### config.mk
export PLATFORM = sky130hd
export DESIGN_NAME = xfade_mixer
export DESIGN_NICKNAME = d
export VERILOG_FILES = /design/src/rtl/xfm_pkg.sv /design/src/rtl/xfm_vpipe.sv /design/src/rtl/xfm_lane.sv /design/src/rtl/xfade_mixer.sv
export SDC_FILE = /design/constraint.sdc
export NUM_CORES = 2
export LEC_CHECK = 0
export BUFFER_PORTS_ARGS = -buffer_cell sky130_fd_sc_hd__buf_2
export CAP_MARGIN = 40
export CORE_MARGIN = 4
export CORE_UTILIZATION = 40
export DETAILED_ROUTE_END_ITERATION = 8
export GPL_TIMING_DRIVEN = 0
export SLEW_MARGIN = 10
export SYNTH_ARGS = -nofsm -noshare
export SYNTH_HDL_FRONTEND = slang
export SYNTH_SLANG_ARGS = --single-unit
### constraint.sdc
create_clock -name clk -period 3.6 [get_ports clk]
set_input_delay 1.08 -clock clk [delete_from_list [all_inputs] [get_ports clk]]
set_output_delay 1.08 -clock clk [all_outputs]
set_load 0.005 [all_outputs]
### src/rtl/xfm_pkg.sv
package xfm_pkg;
  // source chosen for a frame; decoded once at the block edge
  typedef enum logic [1:0] {
    SRC_FWD = 2'd0,
    SRC_REV = 2'd1,
    SRC_MIX = 2'd2
  } src_e;
endpackage

### src/rtl/xfm_vpipe.sv
module xfm_vpipe #(
  parameter int LAT = 2
) (
  input  logic           clk,
  input  logic           rst_n,
  input  logic           v_in,
  output logic [LAT-1:0] v_stage
);
  logic [LAT-1:0] v_d;
  logic [LAT-1:0] v_q;

  always_comb begin
    v_d = {v_q[LAT-2:0], v_in};
  end

  always_ff @(posedge clk or negedge rst_n) begin
    if (!rst_n) v_q <= '0;
    else        v_q <= v_d;
  end

  assign v_stage = v_q;
endmodule

### src/rtl/xfm_lane.sv
module xfm_lane
  import xfm_pkg::*;
#(
  parameter int DW = 16,
  parameter int WW = 16
) (
  input  logic                 clk,
  input  logic                 rst_n,
  input  logic                 ld_a,
  input  logic                 ld_b,
  input  src_e                 src,
  input  logic signed [DW-1:0] rev,
  input  logic signed [DW-1:0] fwd,
  input  logic        [WW-1:0] w,
  output logic signed [DW-1:0] y
);
  localparam int PW = DW + WW + 1;
  localparam int SW = PW + 1;

  logic signed [PW-1:0] rev_x, fwd_x, w_x, wc_x;
  logic signed [PW-1:0] prod_rev_d, prod_fwd_d, prod_rev_q, prod_fwd_q;
  logic signed [DW-1:0] pass_d, pass_q;
  src_e                 src_q;
  logic signed [SW-1:0] sum;
  logic signed [DW-1:0] mix_val, y_d, y_q;
  logic                 unused_sum;

  // stage A: signed-by-unsigned products, sign kept in the upper bits
  always_comb begin
    rev_x      = {{(PW-DW){rev[DW-1]}}, rev};
    fwd_x      = {{(PW-DW){fwd[DW-1]}}, fwd};
    w_x        = {{(PW-WW){1'b0}}, w};
    wc_x       = {{(PW-WW){1'b0}}, ~w};
    prod_rev_d = rev_x * w_x;
    prod_fwd_d = fwd_x * wc_x;
    pass_d     = (src == SRC_REV) ? rev : fwd;
  end

  // stage B: accumulate, drop WW fraction bits (floor), or pass through
  always_comb begin
    sum     = {prod_rev_q[PW-1], prod_rev_q} + {prod_fwd_q[PW-1], prod_fwd_q};
    mix_val = sum[DW+WW-1:WW];
    y_d     = (src_q == SRC_MIX) ? mix_val : pass_q;
  end

  assign unused_sum = ^{sum[WW-1:0], sum[SW-1:DW+WW]};

  always_ff @(posedge clk or negedge rst_n) begin
    if (!rst_n) begin
      prod_rev_q <= '0;
      prod_fwd_q <= '0;
      pass_q     <= '0;
      src_q      <= SRC_FWD;
      y_q        <= '0;
    end else begin
      if (ld_a) begin
        prod_rev_q <= prod_rev_d;
        prod_fwd_q <= prod_fwd_d;
        pass_q     <= pass_d;
        src_q      <= src;
      end
      if (ld_b) begin
        y_q <= y_d;
      end
    end
  end

  assign y = y_q;
endmodule

### src/rtl/xfade_mixer.sv
module xfade_mixer
  import xfm_pkg::*;
#(
  parameter int DW = 16,
  parameter int WW = 16
) (
  input  logic                 clk,
  input  logic                 rst_n,
  input  logic                 in_valid,
  input  logic                 xfade_en,
  input  logic                 rev_play,
  input  logic        [WW-1:0] weight,
  input  logic signed [DW-1:0] rev_l,
  input  logic signed [DW-1:0] rev_r,
  input  logic signed [DW-1:0] fwd_l,
  input  logic signed [DW-1:0] fwd_r,
  output logic                 out_valid,
  output logic signed [DW-1:0] mix_l,
  output logic signed [DW-1:0] mix_r
);
  localparam int NCH = 2;
  localparam int LAT = 2;

  src_e                 src;
  logic [LAT-1:0]       v_stage;
  logic signed [DW-1:0] rev_a [NCH];
  logic signed [DW-1:0] fwd_a [NCH];
  logic signed [DW-1:0] y_a   [NCH];

  always_comb begin
    if (xfade_en)      src = SRC_MIX;
    else if (rev_play) src = SRC_REV;
    else               src = SRC_FWD;
  end

  assign rev_a[0] = rev_l;
  assign rev_a[1] = rev_r;
  assign fwd_a[0] = fwd_l;
  assign fwd_a[1] = fwd_r;

  xfm_vpipe #(.LAT(LAT)) u_vpipe (
    .clk     (clk),
    .rst_n   (rst_n),
    .v_in    (in_valid),
    .v_stage (v_stage)
  );

  for (genvar c = 0; c < NCH; c++) begin : g_lane
    xfm_lane #(.DW(DW), .WW(WW)) u_lane (
      .clk   (clk),
      .rst_n (rst_n),
      .ld_a  (in_valid),
      .ld_b  (v_stage[0]),
      .src   (src),
      .rev   (rev_a[c]),
      .fwd   (fwd_a[c]),
      .w     (weight),
      .y     (y_a[c])
    );
  end

  assign mix_l     = y_a[0];
  assign mix_r     = y_a[1];
  assign out_valid = v_stage[LAT-1];
endmodule

[After elaboration in Yosys (flattened, before gate mapping)]
Cells that the tools add are included.
Storage, ports and cells
  flip-flop bits (word level): 196
  bits of input ports: 85
  output and inout port bits: 33
  word-level logic and storage cells: 25
Cells by class
  add/subtract/negate cells: 2
  $mul: 4
  eq/ne operators: 2
  mux-type cells: 6
  bitwise gates (word level): 1
Operators with widths (number)
  16-bit by 17-bit multiplier with 32-bit output: 4
  32-bit adder: 2
  16-bit two-way mux: 4
  16-bit NOT: 1
  2-bit by 1-bit equality test with 1-bit output, second input constant: 1
  2-bit equality test, second input constant: 1
  2-bit two-way mux: 1
  1-bit two-way mux: 1

[Depth between registers and ports, before layout]
  depth in word-level cells: 4
  mapped depth: 26
  mapped depth without buffers: 23

[Cells and area by module]
Synthesis repeated with hierarchy kept, for this count alone.
Unflattened totals
  cells, all modules: 4979
  area total of the unflattened synthesis: 45686.3 µm²
By module, submodules not included
  xfm_lane (g_lane[1].u_lane): times used 1, cells each 2508, area an instance 22919.5 µm², sequential area each 2452.4 µm²
  xfm_lane (g_lane[0].u_lane): times used 1, cells each 2468, area an instance 22703.0 µm², sequential area each 2452.4 µm²
  xfm_vpipe: times used 1, cells each 2, area an instance 50.0 µm², sequential area each 50.0 µm²
  xfade_mixer: times used 1, cells each 1, area an instance 13.8 µm², sequential area each 0.0 µm²

[Worst setup path after synthesis]
Ideal clock, no wire load.
  path kind: input to register
  start: in weight[12]
  end: reg g_lane[0].u_lane.prod_rev_q[30]
  setup time: 0.125 ns
  data arrival time: 6.905 ns
  data required time: 3.475 ns
  setup slack: -3.429 ns
  stages on the path: 24
  buffers on the path: 3
  cells stage by stage: clkbuf_1 > buf_1 > nand2_1 > fa_1 > fa_1 > inv_1 > fa_1 > fa_1 > fa_1 > inv_1 > fa_1 > inv_1 > ha_1 > clkbuf_1 > a21o_1 > a21o_1 > a21o_1 > nand3_1 > o211a_1 > o31ai_1 > a2111o_1 > a31oi_1 > xnor2_1 > mux2_2
On the way
  cells in the longest elaborated chain, start to end: 1
RTL lines
  start, declared: line xfade_mixer.sv:12  | input logic [WW-1:0] weight,
  16-bit by 17-bit multiplier with 32-bit output: line xfm_lane.sv:34  | prod_rev_d = rev_x * w_x;
  end signal, assigned: line xfm_lane.sv:57  | prod_rev_q <= prod_rev_d;
  end, declared: line xfm_lane.sv:21  | logic signed [PW-1:0] prod_rev_d, prod_fwd_d, prod_rev_q, prod_fwd_q;
No other way between the ends.
A chain may end at the register's enable or synchronous reset.

[Worst setup path in the final report]
  start: in weight[7]
  end: reg g_lane[1].u_lane.prod_fwd_q[29]
On the way
  cells in the longest elaborated chain, start to end: 2
RTL lines
  16-bit NOT: line xfm_lane.sv:33  | wc_x = {{(PW-WW){1'b0}}, ~w};
  16-bit by 17-bit multiplier with 32-bit output: line xfm_lane.sv:35  | prod_fwd_d = fwd_x * wc_x;
  end signal, assigned: line xfm_lane.sv:58  | prod_fwd_q <= prod_fwd_d;
  end, declared: line xfm_lane.sv:21
No other way between the ends.

==> impl_metrics.sql <==
INSERT INTO impl_metrics (metric_group, metric, value, unit) VALUES
('status', 'outcome', 'finished with violations', ''),
('layout', 'stdcell_area', '56800', 'sq um'),
('global_route', 'grt_antenna_before_repair', '19', ''),
('timing', 'post-route-worst-setup-slack', '-2.94', 'ns'),
('layout', 'final_core_util', '50.5', '%'),
('detailed_routing', 'detailroute.via_count', '36200', ''),
('synthesis', 'ys_seq_elements', '196', ''),
('global_route', 'grt_start_max_net_pins', '104', ''),
('timing', 'timing.clock.skew', '0.0132', 'ns'),
('layout', 'design.final.nets', '6712', ''),
('floorplanning', 'fp.dieW', '344', 'microns'),
('worst_setup_path', 'worstPathArrival', '6.90', 'ns'),
('detailed_routing', 'wl', '161000', 'microns'),
('timing', 'period_needed', '6.54', 'ns'),
('placement', 'place_area', '49100', 'sq um'),
('synthesis', 'avgSynthCellArea', '9.14', 'sq um'),
('detailed_routing', 'vias_per_cell', '5.28', ''),
('cts', 'cts_tree', 'yes', ''),
('cts', 'cts_buffers', '17', ''),
('synthesis', 'post_synth_instance_area', '45200', 'sq um'),
('floorplanning', 'rows', '123', ''),
('placement', 'dpl.hpwl', '126000', 'microns'),
('floorplanning', 'floorplan.io_pins', '118', ''),
('cts', 'insertion_delay', '0.48', 'ns'),
('synthesis', 'syn-instance-count', '4948', ''),
('floorplanning', 'die_area', '119000', 'sq um'),
('floorplanning', 'core', '112000', 'sq um'),
('worst_setup_path', 'peak_fanout_along_the_critical_path', '8', ''),
('global_route', 'vias_in_the_first_global_route', '38200', ''),
('timing', 'timing_worst_slew_pin_value', '1.03', 'ns'),
('timing', 'maxClockFrequency', '153', 'MHz'),
('global_route', 'grt_pass1_wl', '240000', 'microns'),
('synthesis', 'synth_nets', '6337', ''),
('placement', 'place.gp.congestion', '0.940', ''),
('cts', 'cell_at_the_root_of_the_clock_tree', 'clkbuf_16', ''),
('timing', 'final_max_slew_violation_count', '0', ''),
('synthesis', 'adder_and_majority_cell_fraction_of_the_synthesized_area', '49.0', '%'),
('cts', 'clk_path_buf_depth', '2', ''),
('cts', 'worst_setup_hold_path_clk_slew', '0.08', 'ns'),
('synthesis', 'synth_top_family_by_area', 'adder cells', ''),
('timing', 'setup_repair_after_global_routing_missed_its_margin', 'true', ''),
('detailed_routing', 'firstDrtPassIters', '5', ''),
('synthesis', 'synth_compound_area_share', '7.45', '%'),
('synthesis', 'synth_enable_flop_cells', '0', ''),
('synthesis', 'ys_dominant_reg_cell', 'dfrtp_1', ''),
('worst_setup_path', 'worst-endpoint-required', '3.96', 'ns'),
('synthesis', 'post_synth_num_cell_types', '72', ''),
('detailed_routing', 'detail_route.drc_violations', '0', ''),
('global_route', 'gr-usage-all-layers', '27.2', '%'),
('synthesis', 'synth_simple_gate_area_share', '16.5', '%'),
('layout', 'layout-drive-gt1-share', '22.0', '%'),
('cts', 'clock_sink_count', '196', ''),
('global_route', 'globalRoute.totalOverflow', '0', ''),
('synthesis', 'synth-async-reset-ratio', '100', '%'),
('status', 'failing_checks', 'setup timing', ''),
('worst_setup_path', 'worstSetupPathType', 'primary input to flop', ''),
('floorplanning', 'vertical_die_dimension', '344', 'microns'),
('worst_setup_path', 'setup.worst_path.end_class', 'flop', ''),
('timing', 'ratio_of_final_minimum_period_to_clock_period', '182', '%'),
('timing', 'timing.slew.headroom', '31.5', '%'),
('worst_setup_path', 'number_of_cell_instances_on_the_worst_register_to_register_path', '10', ''),
('min_path', 'hp-class', 'flop to flop', ''),
('synthesis', 'synth-seq-area-share', '10.8', '%'),
('detailed_routing', 'wire_per_inst', '23.6', 'microns'),
('min_path', 'hold_depth', '1', ''),
('timing', 'setup_viol', '109', ''),
('run', 'maxCapViolCount', '0', ''),
('synthesis', 'yosys.area_share.xor_xnor', '2.81', '%'),
('worst_setup_path', 'critPathLaunchType', 'primary input', ''),
('cts', 'cts.htree.levels', '4', ''),
('timing', 'holdWs', '0.500', 'ns'),
('synthesis', 'yosysWarnings', '0', ''),
('placement', 'dp_worst_setup_slack', '-4.15', 'ns'),
('layout', 'flow.area_growth_from_synthesis', '25.5', '%'),
('detailed_routing', 'drt.antenna.violating_nets', '0', ''),
('detailed_routing', 'first_iter_violations', '2549', ''),
('timing', 'finalHoldViolations', '0', ''),
('placement', 'port-buffer-count', '93', ''),
('synthesis', 'portion_of_netlist_area_occupied_by_mux_cells', '3.05', '%'),
('floorplanning', 'floorplan.initialDensity', '40.3', '%');
[what timing repair did]
action / 4_1_cts / 5_1_grt
pin swaps: 166 / 254
cloned: 2 / 1
buffers inserted: 143 / 107
resized for setup: 684 / 418
setup endpoints to repair: 115 / 112
hold buffers: 0 / 0
[logic make-up (layout without fill, tap and decap cells)]
family          count (synthesis)  after routing
fa+ha+maj                    1304           1304
xor+xnor                      145            145
other cells                     0             12
simple gates                 1403           1403
buf+inv                      1253           1640
mux                           126            126
flops                         196            196
compound gates                521            521
[layer usage]
layer | GRT usage, % | vias to the layer above | wire, microns
li1 | - | 16000 | -
met1 | 35.1 | 18400 | 65300
met2 | 44.4 | 1380 | 74600
met3 | 5.56 | 390 | 12700
met4 | 11.8 | 6 | 8820
met5 | 0 | - | 28
[cell usage in the layout (no fill, tap or decap), types with 47 or more instances in the layout]
cell,count
fa_1,734
inv_1,943
a21oi_1,123
nor2_1,145
nand2_1,341
inv_2,67
dfrtp_1,196
ha_1,433
clkbuf_16,89
buf_2,59
nand2b_1,224
nor2b_1,242
mux2_2,47
a21o_1,91
and2_1,239
buf_4,201
ha_4,79
mux2_4,49
xnor2_1,67
buf_6,86
[per-stage QoR]
| stage | cells | setup TNS [ns] |
|---|---|---|
| global route | 6836 | -258.66 |
| global placement | 6541 | -827.93 |
| detailed placement | 6567 | -379.44 |
| floorplan | 4948 | -246.60 |
| CTS | 6740 | -238.33 |
| finish | 6847 | -245.66 |
[registers in the layout, summed over array words and instances (netlist names)]
signal and flops:
g_lane.u_lane.pass_q 32, g_lane.u_lane.src_q 2, g_lane.u_lane.prod_fwd_q 64, g_lane.u_lane.prod_rev_q 64
u_vpipe.v_stage 2, g_lane.u_lane.y 32
[critical path: stages]
cell       delay (ns)
clkbuf_16        0.17
clkbuf_16        0.16
buf_6            0.12
buf_4            0.14
nand2b_1         0.16
fa_1             0.51
inv_1            0.09
fa_1             0.57
fa_1             0.44
fa_1             0.51
fa_1             0.51
inv_1            0.05
fa_1             0.49
inv_1            0.06
ha_1             0.40
nand3_1          0.12
o21ai_0          0.31
o21ai_2          0.12
o21ai_2          0.19
a31o_4           0.18
a21boi_2         0.06
xnor2_2          0.17
mux2_4           0.27
[cell type report]
class | count | area [sq um]
diodes | 12 | 30.0
plain buffers | 236 | 3320
clock buffers | 17 | 425
clock inverters | 14 | 143
fillers | 10200 | 55600
inverters | 1010 | 3790
multi-input cells | 3499 | 39000
flip-flops and latches | 196 | 4900
well taps | 1500 | 1880
repair buffers | 363 | 3220
[cell usage after synthesis, drive strengths merged, types with 3 or more instances]
cell        n  area [sq um]
a21o       91           683
o221ai      4          35.0
nand3b      6          45.0
and4        3          26.3
a41oi       5          51.3
or3         4          25.0
nor2      155           582
a21boi      4          30.0
ha        528          6610
a221oi      4          47.6
o2111ai     5          50.0
nor3       19          95.1
a211o       4          35.0
o311ai      3          26.3
xor2       38           333
o211ai      4          30.0
dfrtp     196          4900
nand4      18           113
a2111o      3          33.8
o22ai       5          31.3
buf        27           101
nand3      39           195
o31a        5          43.8
a31oi      42           275
o21bai     20           150
inv      1010          3790
mux2i      30           300
mux2       96          1080
clkbuf    216           811
fa        776         15500
a21oi     186           938
and3       12          75.1
nand2b    263          1650
xnor2     107           937
o21a       19           143
a211oi     20           165
and2      259          1620
nor2b     259          1620
nor3b       4          30.0
a31o        4          35.0
o21ai      71           359
nand2     354          1330
o31ai       4          30.0
[worst paths after layout]
kind	from	slack, ns	endpoint
max in group asynchronous	rst_n	1.89	g_lane[1].u_lane.prod_fwd_q[7]
min in group asynchronous	rst_n	0.63	g_lane[0].u_lane.prod_fwd_q[6]
hold reg to reg	g_lane[0].u_lane.prod_rev_q[7]	0.50	g_lane[0].u_lane.prod_rev_q[7]
hold / removal	g_lane[0].u_lane.prod_rev_q[7]	0.50	g_lane[0].u_lane.prod_rev_q[7]
setup reg to reg	g_lane[0].u_lane.prod_rev_q[13]	0.23	g_lane[0].u_lane.y[11]
setup / recovery	weight[7]	-2.94	g_lane[1].u_lane.prod_fwd_q[29]
Power is left out: the tool's default activity adds up to more than one toggle a clock period on the data nets, which glitch-free logic cannot reach.
